<file path="src/rtl/vpart_map.sv">
module vpart_map #(
  parameter int MAX_IDX = 7,
  parameter int PID_W   = 16,
  parameter int VID_W   = 5,
  parameter int IDX_W   = 3
) (
  input  logic                 clk,
  input  logic                 rst_n,
  input  logic                 wr_en,
  input  logic                 rd_en,
  input  logic [IDX_W-1:0]     reg_idx,
  input  logic [4*PID_W-1:0]   wr_data,
  output logic [4*PID_W-1:0]   rd_data,
  output logic                 acc_err,
  input  logic                 vld_we,
  input  logic [(1<<VID_W)-1:0] vld_wdata,
  input  logic                 hyp_en,
  input  logic                 en_upper,
  input  logic                 en_lower,
  input  logic                 req_vld,
  input  logic [VID_W-1:0]     req_id,
  input  logic                 req_upper,
  output logic                 rsp_vld,
  output logic [PID_W-1:0]     rsp_id
);
  localparam int NREG   = MAX_IDX + 1;
  localparam int NENT   = 4 * NREG;
  localparam int WORD_W = 4 * PID_W;
  localparam int NVEC   = 1 << VID_W;

  logic [WORD_W-1:0] map_q [NREG];
  logic [NVEC-1:0]   vld_q;

  wire idx_ok    = int'(reg_idx) <= MAX_IDX;
  wire in_range  = int'(req_id) < NENT;
  wire translate = hyp_en && (req_upper ? en_upper : en_lower);
  wire [IDX_W-1:0] sel_reg  = IDX_W'(req_id >> 2);
  wire [1:0]       sel_lane = req_id[1:0];

  logic [WORD_W-1:0] sel_word;
  always_comb begin
    sel_word = '0;
    for (int i = 0; i < NREG; i++)
      if (int'(sel_reg) == i) sel_word = map_q[i];
  end

  logic [WORD_W-1:0] rd_word;
  always_comb begin
    rd_word = '0;
    for (int i = 0; i < NREG; i++)
      if (int'(reg_idx) == i) rd_word = map_q[i];
  end

  wire [PID_W-1:0] entry = sel_word[sel_lane*PID_W +: PID_W];
  wire             hit   = in_range && vld_q[req_id];

  for (genvar g = 0; g < NREG; g++) begin : g_word
    always_ff @(posedge clk or negedge rst_n)
      if (!rst_n)                                  map_q[g] <= '0;
      else if (wr_en && int'(reg_idx) == g)        map_q[g] <= wr_data;
  end

  always_ff @(posedge clk or negedge rst_n)
    if (!rst_n)      vld_q <= '0;
    else if (vld_we) vld_q <= vld_wdata;

  always_ff @(posedge clk or negedge rst_n)
    if (!rst_n) begin
      rd_data <= '0;
      acc_err <= 1'b0;
    end else begin
      rd_data <= (rd_en && idx_ok) ? rd_word : '0;
      acc_err <= (wr_en || rd_en) && !idx_ok;
    end

  always_ff @(posedge clk or negedge rst_n)
    if (!rst_n) begin
      rsp_vld <= 1'b0;
      rsp_id  <= '0;
    end else if (!req_vld) begin
      rsp_vld <= 1'b0;
      rsp_id  <= '0;
    end else if (!translate) begin
      rsp_vld <= 1'b1;
      rsp_id  <= PID_W'(req_id);
    end else begin
      rsp_vld <= hit;
      rsp_id  <= hit ? entry : '0;
    end

  a_r4_zero_when_invalid: assert property (@(posedge clk) disable iff (!rst_n)
    !rsp_vld |-> rsp_id == '0);

  a_r7_passthrough: assert property (@(posedge clk) disable iff (!rst_n)
    req_vld && !hyp_en |=> rsp_vld && rsp_id == PID_W'($past(req_id)));

  a_r8_bad_index_flag: assert property (@(posedge clk) disable iff (!rst_n)
    (wr_en || rd_en) && !idx_ok |=> acc_err && rd_data == '0);

  a_r9_beyond_table: assert property (@(posedge clk) disable iff (!rst_n)
    req_vld && translate && !in_range |=> !rsp_vld);

  a_r10_rsp_follows_req: assert property (@(posedge clk) disable iff (!rst_n)
    rsp_vld |-> $past(req_vld));
endmodule

</file>
<file path="config.mk">
export PLATFORM = sky130hd
export DESIGN_NAME = vpart_map
export DESIGN_NICKNAME = d
export VERILOG_FILES = /design/src/rtl/vpart_map.sv
export SDC_FILE = /design/constraint.sdc
export NUM_CORES = 1
export LEC_CHECK = 0
export ABC_AREA = 0
export BUFFER_PORTS_ARGS = -buffer_cell sky130_fd_sc_hd__buf_2
export CORE_MARGIN = 1.5
export CORE_UTILIZATION = 47
export DETAILED_ROUTE_END_ITERATION = 7
export SYNTH_ARGS = -nofsm -noshare
export SYNTH_HDL_FRONTEND = slang
export SYNTH_SLANG_ARGS = --single-unit
</file>
<file path="constraint.sdc">
create_clock -name clk -period 2.3 [get_ports clk]
set_clock_uncertainty 0.05 [all_clocks]
set_input_delay 0 -clock clk [delete_from_list [all_inputs] [get_ports clk]]
set_output_delay 0 -clock clk [all_outputs]
set_load 0.005 [all_outputs]
</file>
==> summary.md, run 1 <==
| Metric | Value |
|---|---|
| Status | finished, final reports clean |
| Hold Path End | map_q[236]$_DFFE_PN0P_ |
| Slew @ Worst Pin | 0.905 ns |
| Post-synth EDFFs | 0 |
| Worst path cell trace | dlygate4sd3_1 -> buf_4 -> buf_4 -> and3b_1 -> o21ai_0 -> o311ai_0 -> buf_4 -> a22oi_2 -> a21oi_1 -> o31a_1 |
| Internal | 23.8 mW |
| CP Capture Type | register |
| Die height | 261 um |
| Max clock buf depth | 3 |
| CTS tree | yes |
| #FFs+latches synth | 625 |
| Final Hold Vio Count | 0 |
| First-pass DRT Iterations | 5 |
| Postcts setup bufs | 0 |
| Gpl congestion | 0.887 |
| Crit path time final | 2.13 ns |
| Period Utilization, post-route | 92.7% |
| Post-route ant nets | 0 |
| Worst path bufs/invs | 4 |
| Static Leak | 16.4 nW |
| Reg2reg end | rsp_id[14]$_DFF_PN0_ |
| Compound-Gate Fraction of Synth Area | 11.7% |
| Initial drt markers | 2138 |
| Flop pwr share | 45.1% |
| Cells after Synth | 2539 |
| Synth Area in Simple Gates | 5.08% |
| RR Startpoint | map_q[494]$_DFFE_PN0P_ |
| Maximum VDD drop | 0.628 mV |
| Max FO, Critical Path | 23 |
| WL final | 104000 um |
| TritonCTS Buffers | 71 |
| Worst hold stages | 3 |
| Initial antenna violation count | 7 |
| CP max stage delay | 0.58 ns |
| I/O pin count | 196 |
| Clock root buffer | clkbuf_16 |
| Post-Synth Adder-Cell Area | 0% |
| Placed cell areas | 34000 um^2 |
| Crit-path slowest cell | dlygate4sd3_1 |
| Post-synthesis sequential area ratio | 50.0% |
| Largest family of logic cells by synthesized area | multiplexers |
| DP HPWL | 64200 um |
| Skew-Pair Late Insertion Delay | 0.63 ns |
| Synthesis Warnings | 0 |
| DR vias | 23.7k |
| DIE WIDTH | 261 um |
| Fmax | 469 MHz |
| Total power | 33.1 mW |
| P_sw | 9.32 mW |
| Via density per instance | 6.27 |
| Clk sinks | 625 |
| RSZ-0062 raised after global routing | no |
| Gate power share | 19.6% |
| Starting density of the core | 47.5% |
| Nets | 2970 |
| Non-Filler Instances | 3777 |
| Clock power share | 35.4% |
| CP most frequent cell | buf_4 |
| Worst hold start | wr_en |
| Layout area overhead | 20.9% |
| Post-synth cell types | 65 |
| Mux contribution to synthesized area | 30.1% |
| Vias in the first global route | 24.7k |
| Pwr dens | 876 nW/um^2 |
| Min Hold Slack | 0.0355 ns |
| CP arrival | 2.60 ns |
| Hold Path Class | input port to register |
| Largest net degree at the start of global routing | 81 |
| Synthesized area per cell | 12.3 um^2 |
| Family with the most delay on the worst path | buffers and inverters |
| Synthesized cell area | 31300 um^2 |
| R2r setup slk | 0.21 ns |
| Post-route cell area | 37800 um^2 |
| Setup-failing EPs final | 0 |
| Layout cell share with drive strength beyond 1 | 37.7% |
| Top FF cell, synth | dfrtp_1 |
| Drt drc | 0 |
| Port-buffer cells | 194 |
| FP Rows | 94 |
| First-pass GRT wire length | 159000 um |
| Total grt overflow | 0 |
| Placed cell count | 3505 |
| Pins over their slew limit | 0 |
| Wire per inst | 27.6 um |
| FFs w/ async S/R, synth | 100% |
| Post-synthesis xor/xnor area fraction | 0% |
| Pre-CTS setup slack | -0.0515 ns |
| # Max-Cap Violations | 0 |
| Die area | 68200 um^2 |
| Worst EP required | 2.76 ns |
| Worst Setup Path Type | input port to register |
| Switch share | 28.1% |
| Global Route Usage Sum | 31.0% |
| Mapped Nets | 2653 |
| Setup slack after layout | 0.168 ns |
| R2R cell count | 7 |
| CTS HTree Levels | 3 |
| Clock transition at path regs | 0.06 ns |
| Slew headroom | 39.7% |
| Core area | 65900 um^2 |
| Startpoint types | input port |
==> metrics by stage <==
step	utilization, %	TNS (ns)
global placement	51.6	-0.0684
finish	57.4	0
floorplan	-	0
global route	57.4	0
detailed placement	51.6	-0.0515
CTS	57.4	0
==> Yosys cell counts (8+ instances only) <==
master / count / area [um^2]
nand2_1: 143 / 537
and2_1: 10 / 62.6
dfrtp_1: 625 / 15600
nor2_1: 111 / 417
o22a_1: 8 / 70.1
mux2i_1: 132 / 1320
nand3b_1: 26 / 195
buf_2: 87 / 435
buf_1: 15 / 56.3
nor2b_1: 11 / 68.8
clkbuf_1: 112 / 420
a211oi_1: 83 / 623
and3b_1: 14 / 123
o221ai_1: 14 / 123
o21ai_0: 221 / 1110
o21a_1: 8 / 60.1
a31oi_1: 12 / 75.1
a22oi_1: 39 / 293
a21oi_1: 74 / 370
mux4_2: 76 / 1710
a22o_1: 19 / 166
o2bb2ai_1: 9 / 78.8
o211ai_1: 12 / 90.1
mux2_2: 559 / 6290
==> timing repair <==
item	4_1_cts	5_1_grt
hold buffers	142	0
setup endpoints to repair	0	1
gates resized for setup	0	1
hold endpoints to repair	1235	0
==> kinds of logic (layout without fill, tap and decap cells) <==
| family | after synthesis | in the layout |
|---|---|---|
| buffers and inverters | 227 | 599 |
| DFF | 625 | 625 |
| other | 1 | 3 |
| and+or+nand+nor | 343 | 343 |
| muxes | 774 | 774 |
| AOI/OAI and AO/OA | 569 | 569 |
==> tightest hold or removal path, cell delays in order <==
cell and delay [ns]:
buf_2 0.14, and3_4 0.27, mux2_2 0.25
==> registers in the layout (all words and copies together), names as in the netlist <==
register and cells:
vld_q 32, rsp_vld 1, rsp_id 16, map_q 512, rd_data 64
==> layout by cell type, fill, tap and decap left out, types with 5 or more instances in the layout <==
master and n:
o22a_1 8, a22oi_1 38, buf_12 44, buf_4 87, a211oi_1 83, nor2b_1 8, nand3_1 7, nand2b_1 6
a31o_2 6, o221ai_1 14, a22o_1 19, inv_1 5, clkbuf_16 76, dlygate4sd3_1 141, clkbuf_1 14, o311ai_0 7
dfrtp_1 625, and2_1 10, nor2_1 110, clkinv_2 16, mux2i_1 132, o22ai_1 7, a32o_1 6, a21oi_1 74
o21ai_0 221, nand3b_1 26, mux4_2 76, bufinv_16 5, clkbuf_8 13, o21a_1 8, nand2_1 142, o211ai_1 12
a21o_1 6, a31oi_1 12, and3b_1 14, mux2_2 559, a221oi_1 7, buf_2 187, mux2_1 7, o2bb2ai_1 9
==> worst max-delay path by stage <==
| stage | from | end | slack (ns) | depth (start not counted) |
|---|---|---|---|---|
| final | req_id[4] | rsp_id[14]$_DFF_PN0_ | 0.17 | 10 |
| after global placement | req_id[3] | rsp_id[14]$_DFF_PN0_ | -0.07 | 9 |
| after floorplan | req_id[2] | rsp_id[2]$_DFF_PN0_ | 0.60 | 7 |
| after global routing | req_id[4] | rsp_id[10]$_DFF_PN0_ | 0.06 | 10 |
| after CTS | map_q[494]$_DFFE_PN0P_ | rsp_id[14]$_DFF_PN0_ | 0.02 | 7 |
| after detailed placement | req_id[3] | rsp_id[14]$_DFF_PN0_ | -0.05 | 9 |
==> power groups by stage <==
| stage | clock (mW) | sequential [mW] | combinational [mW] |
|---|---|---|---|
| 2_1_floorplan | 0 | 14.4 | 4.27 |
| 5_1_grt | 12.4 | 15.2 | 7.00 |
| 3_3_place_gp | 0 | 14.9 | 6.03 |
| 4_1_cts | 11.9 | 14.9 | 6.47 |
| 3_5_place_dp | 0 | 15.1 | 6.19 |
| 6_report | 11.7 | 14.9 | 6.48 |
==> per-layer routing <==
metal | up-vias | wire [um] | track usage, %
met4 | 8 | 4160 | 12.3
li1 | 10100 | - | -
met2 | 1046 | 50100 | 50.6
met3 | 239 | 7230 | 5.04
met1 | 12300 | 42600 | 41.5
met5 | - | 50 | 0
==> area by class of cell <==
type | instances | area (um^2)
multi-input cells | 1687 | 14700
repair buffers | 464 | 3960
fillers | 5463 | 28000
inverters | 7 | 26.3
clock buffers | 103 | 2130
well taps | 864 | 1080
diodes | 2 | 5.00
flip-flops and latches | 625 | 15600
clock inverters | 25 | 270
(Power assumes the default switching activity.)
==> inputs of run 2 (changes only) <==
BUFFER_PORTS_ARGS = not set   (was -buffer_cell sky130_fd_sc_hd__buf_2)
DONT_BUFFER_PORTS = 1   (was not set)
==> run 2 against run 1 <==
- sequential cell count is the same
- setup slack got worse by 0.14 ns
- fmax shrank 6.1%
- non-clock buffer count shrank 172
- total power shrank 2.1%
- the run now ends with negative hold slack, max-slew violations left
==> summary.md, run 2 (synthesis results as in run 1) <==
| Metric | Value |
|---|---|
| Status | finished with violations |
| Failing checks | negative hold slack, max-slew violations |
| CTS HTree Levels | 3 |
| Worst path bufs/invs | 1 |
| Crit path time final | 2.27 ns |
| Min Hold Slack | -0.949 ns |
| DIE WIDTH | 261 um |
| Skew-Pair Late Insertion Delay | 0.63 ns |
| WL final | 108000 um |
| FP Rows | 94 |
| Slew @ Worst Pin | 2.09 ns |
| Pins over their slew limit | 399 |
| Drt drc | 0 |
| Slew headroom | -39.1% |
| CP max stage delay | 0.58 ns |
| Die height | 261 um |
| CP Capture Type | register |
| Total grt overflow | 0 |
| Layout cell share with drive strength beyond 1 | 30.8% |
| Postcts setup bufs | 0 |
| Initial antenna violation count | 8 |
| Wire per inst | 30.0 um |
| Port-buffer cells | 0 |
| Worst Setup Path Type | register to register |
| TritonCTS Buffers | 71 |
| Largest Register | map_q |
| Cts hold-fix bufs | 226 |
| Worst path cell trace | mux2i_1 -> mux4_2 -> nand2_1 -> dlygate4sd3_1 -> nand3_1 -> a21oi_2 -> o311a_1 |
| Max FFs per register | 512 |
| Die area | 68200 um^2 |
| Post-route ant nets | 0 |
| Layout area overhead | 18.1% |
| Commonest non-fill, non-tap cell in the layout | dfrtp_1 |
| Non-Filler Instances | 3610 |
| Hold Path Class | input port to asynchronous set/reset pin |
| Via density per instance | 6.44 |
| Multi-input logic area | 14700 um^2 |
| Crit-path slowest cell | dlygate4sd3_1 |
| Worst EP required | 2.81 ns |
| Startpoint types | register |
| Clk sinks | 625 |
| Nets | 2798 |
| Placed cell areas | 32200 um^2 |
| Largest net degree at the start of global routing | 626 |
| Setup-failing EPs final | 0 |
| First-pass DRT Iterations | 5 |
| Setup slack after layout | 0.0290 ns |
| Starting density of the core | 47.5% |
| RSZ-0062 raised after global routing | no |
| Filler instances | 5472 |
| Core area | 65900 um^2 |
| Pwr dens | 878 nW/um^2 |
| DP HPWL | 56500 um |
| Fmax | 440 MHz |
| Gpl congestion | 0.869 |
| Global Route Usage Sum | 32.2% |
| Vias in the first global route | 24.5k |
| Family with the most delay on the worst path | multiplexers |
| First-pass GRT wire length | 163000 um |
| Final Hold Vio Count | 625 |
| Clock root buffer | clkbuf_16 |
| Max clock buf depth | 3 |
| DR vias | 23.3k |
| CP arrival | 2.78 ns |
| Final core occ | 56.1% |
| Clock transition at path regs | 0.06 ns |
| Max FO, Critical Path | 3 |
| Period Utilization, post-route | 98.7% |
| CTS tree | yes |
| Maximum VDD drop | 0.612 mV |
| TNS Setup | 0 ns |
| Static Leak | 15.5 nW |
| Sequential cell area | 15600 um^2 |
| Post-route cell area | 37000 um^2 |
| Largest registers | map_q (512), rd_data (64), vld_q (32) |
| # Max-Cap Violations | 0 |
| Placed cell count | 3249 |
| Total power | 32.4 mW |
| Commonest cells after routing, fill and taps aside | dfrtp_1, mux2_2, o21ai_0 |
| Initial drt markers | 1979 |
| Pre-CTS setup slack | 0.242 ns |
| I/O pin count | 196 |
-- run 2: cell type report --
class / count / area share (%)
Antenna cell: 10 / 0.0677
Clock inverter: 12 / 0.433
Multi-Input combinational cell: 1687 / 39.9
Sequential cell: 625 / 42.3
Tap cell: 864 / 2.93
Clock buffer: 113 / 5.87
Inverter: 7 / 0.0711
Timing Repair Buffer: 292 / 8.41
-- run 2: worst paths after layout --
path	from	end	slack [ns]	cells after the start
worst min-delay path	rst_n	rd_data[57]$_DFF_PN0_	-0.95	0
worst min register to register	map_q[461]$_DFFE_PN0P_	map_q[461]$_DFFE_PN0P_	0.46	1
min in group clk	vld_we	vld_q[10]$_DFFE_PN0P_	0.02	2
worst max-delay path	vld_q[30]$_DFFE_PN0P_	rsp_id[1]$_DFF_PN0_	0.03	7
max in group asynchronous	rst_n	map_q[166]$_DFFE_PN0P_	1.51	0
worst max register to register	vld_q[30]$_DFFE_PN0P_	rsp_id[1]$_DFF_PN0_	0.03	7
-- run 2: power breakdown --
group	leakage (nW)	total, mW	switching [mW]	internal, mW
sequential	7.57	14.9	1.71	13.2
combinational	6.78	6.05	2.48	3.57
clock	1.14	11.5	4.67	6.79
-- run 2: repair_timing --
item,4_1_cts,5_1_grt
gates resized for setup,0,8
endpoints found under the hold margin,1250,625
setup endpoints to repair,0,6
-- run 2: layer usage --
metal	track usage, %	wire length, um	up-vias
li1	-	-	9760
met3	6.70	8560	270
met1	41.7	43800	12200
met4	13.9	4660	2
met2	52.4	51200	1041
met5	0	13	-
==> inputs of run 3 (changes only) <==
--- a/constraint.sdc
+++ b/constraint.sdc
@@ -4,2 +4,2 @@
 set_output_delay 0 -clock clk [all_outputs]
-set_load 0.005 [all_outputs]
+set_load 0.1 [all_outputs]
==> run 3 against run 2 <==
- the flow still finishes with violations (negative hold slack, max-slew violations)
- fmax up 0.47%
- sequential power up 7%
- sequential cell count unchanged
- die area unchanged
- first-iteration DRC count up 11%
- register-to-register slack better by 0.04 ns
- clock power about the same
- sequential share of layout area down 0.17 points
- highest routed layer is now met4
- non-clock buffer count up 15
- critical endpoint is now map_q[467]$_DFFE_PN0P_
- via count about the same
- largest cell class unchanged
==> summary.md, run 3 (synthesis results as in run 1) <==
| Metric | Value |
|---|---|
| Status | finished with violations |
| Failing checks | negative hold slack, max-slew violations |
| Port-buffer cells | 0 |
| Commonest cells after routing, fill and taps aside | dfrtp_1, mux2_2, dlygate4sd3_1 |
| Global Route Usage Sum | 32.0% |
| First-pass DRT Iterations | 5 |
| RSZ-0062 raised after global routing | no |
| Pwr dens | 908 nW/um^2 |
| Vias in the first global route | 24.4k |
| Non-Filler Instances | 3624 |
| Static Leak | 15.6 nW |
| Slew headroom | -26.8% |
| Largest Register | map_q |
| Clock transition at path regs | 0.06 ns |
| DIE WIDTH | 261 um |
| Die height | 261 um |
| Clk sinks | 625 |
| Initial antenna violation count | 7 |
| Gpl congestion | 0.866 |
| Fmax | 442 MHz |
| Crit path time final | 2.26 ns |
| CP Capture Type | register |
| Hold Path Class | input port to asynchronous set/reset pin |
| Drt drc | 0 |
| Worst EP required | 2.74 ns |
| Core area | 65900 um^2 |
| Pins over their slew limit | 240 |
| Maximum VDD drop | 0.641 mV |
| Pre-CTS setup slack | 0.260 ns |
| Total power | 33.7 mW |
| CP arrival | 2.70 ns |
| Commonest non-fill, non-tap cell in the layout | dfrtp_1 |
| Largest registers | map_q (512), rd_data (64), vld_q (32) |
| Filler instances | 5501 |
| Nets | 2813 |
| DP HPWL | 56400 um |
| Clock root buffer | clkbuf_16 |
| First-pass GRT wire length | 161000 um |
| TritonCTS Buffers | 71 |
| Worst Setup Path Type | input port to register |
| Max clock buf depth | 3 |
| Slew @ Worst Pin | 1.90 ns |
| Initial drt markers | 2187 |
| WL final | 109000 um |
| Final Hold Vio Count | 625 |
| Wire per inst | 30.1 um |
| Layout area overhead | 18.5% |
| FP Rows | 94 |
| Min Hold Slack | -0.949 ns |
| CTS HTree Levels | 3 |
| Max FFs per register | 512 |
| Post-route ant nets | 0 |
| DR vias | 23.3k |
| Max FO, Critical Path | 84 |
| Layout cell share with drive strength beyond 1 | 30.8% |
| TNS Setup | 0 ns |
| Via density per instance | 6.42 |
| Starting density of the core | 47.5% |
| Setup-failing EPs final | 0 |
| CTS tree | yes |
| Skew-Pair Late Insertion Delay | 0.62 ns |
| Die area | 68200 um^2 |
| Placed cell count | 3254 |
| Total grt overflow | 0 |
| Period Utilization, post-route | 98.3% |
| # Max-Cap Violations | 0 |
| I/O pin count | 196 |
| Setup slack after layout | 0.0396 ns |
| Largest net degree at the start of global routing | 626 |
| Startpoint types | input port |
[run 3: changes by cell type in the layout (fill, tap and decap cells not counted), moves of 2 or more]
cell,previous run,this run
clkbuf_8,15,12
dlygate4sd3_1,216,224
a211oi_2,4,1
a211oi_1,79,82
buf_4,49,55
clkbuf_16,75,77
clkbuf_1,23,21
[run 3: critical path: stages]
cell and delay [ns]:
buf_16 0.35, nor3_4 0.24, dlygate4sd3_1 0.64, buf_12 0.41, mux2_1 0.36, dlygate4sd3_1 0.57
[run 3: stage by stage]
step	util [%]	hold slack [ns]	area, um^2
6_report	56.3	-0.949	37100
4_1_cts	56.2	-0.949	37000
3_3_place_gp	48.9	-0.306	32200
5_1_grt	56.3	-0.977	37100
2_1_floorplan	-	-0.346	31300
3_5_place_dp	48.9	-0.308	32200
[run 3: area by class of cell]
class	count	area, um^2	area share (%)
well taps	864	1080	2.91
diodes	10	25.0	0.0674
repair buffers	307	3270	8.80
multi-input cells	1687	14700	39.7
clock inverters	15	196	0.529
clock buffers	109	2150	5.78
flip-flops and latches	625	15600	42.2
inverters	7	26.3	0.0708
[run 3: worst paths after layout]
check	startpoint	end	slack, ns	cells past startpoint
worst max register to register	vld_q[25]$_DFFE_PN0P_	rsp_id[1]$_DFF_PN0_	0.07	7
worst min-delay path	rst_n	rd_data[57]$_DFF_PN0_	-0.95	0
max in group asynchronous	rst_n	rd_data[48]$_DFF_PN0_	1.65	0
min in group clk	vld_we	vld_q[10]$_DFFE_PN0P_	0.03	2
worst max-delay path	reg_idx[0]	map_q[467]$_DFFE_PN0P_	0.04	6
worst min register to register	map_q[461]$_DFFE_PN0P_	map_q[461]$_DFFE_PN0P_	0.46	1
[run 3: layer usage]
metal / vias to the layer above / wire, um / global-route usage [%]
met1: 12200 / 43800 / 41.7
met5: - / 0 / 0
met4: 0 / 4330 / 12.4
li1: 9794 / - / -
met2: 993 / 52300 / 52.5
met3: 236 / 8690 / 6.85
[run 3: report_power, final]
group          total (mW)  switching, mW  leakage (nW)  internal [mW]
Sequential           16.0           2.82          7.57           13.2
Clock                11.5           4.67          1.15           6.87
Combinational        6.13           2.53          6.85           3.60
[run 3: timing repair]
item | CTS | global route
endpoints found under the hold margin | 1250 | 647
gates resized for setup | 0 | 3
setup buffers | 0 | 1
setup endpoints to repair | 0 | 7
hold buffers | 233 | 1
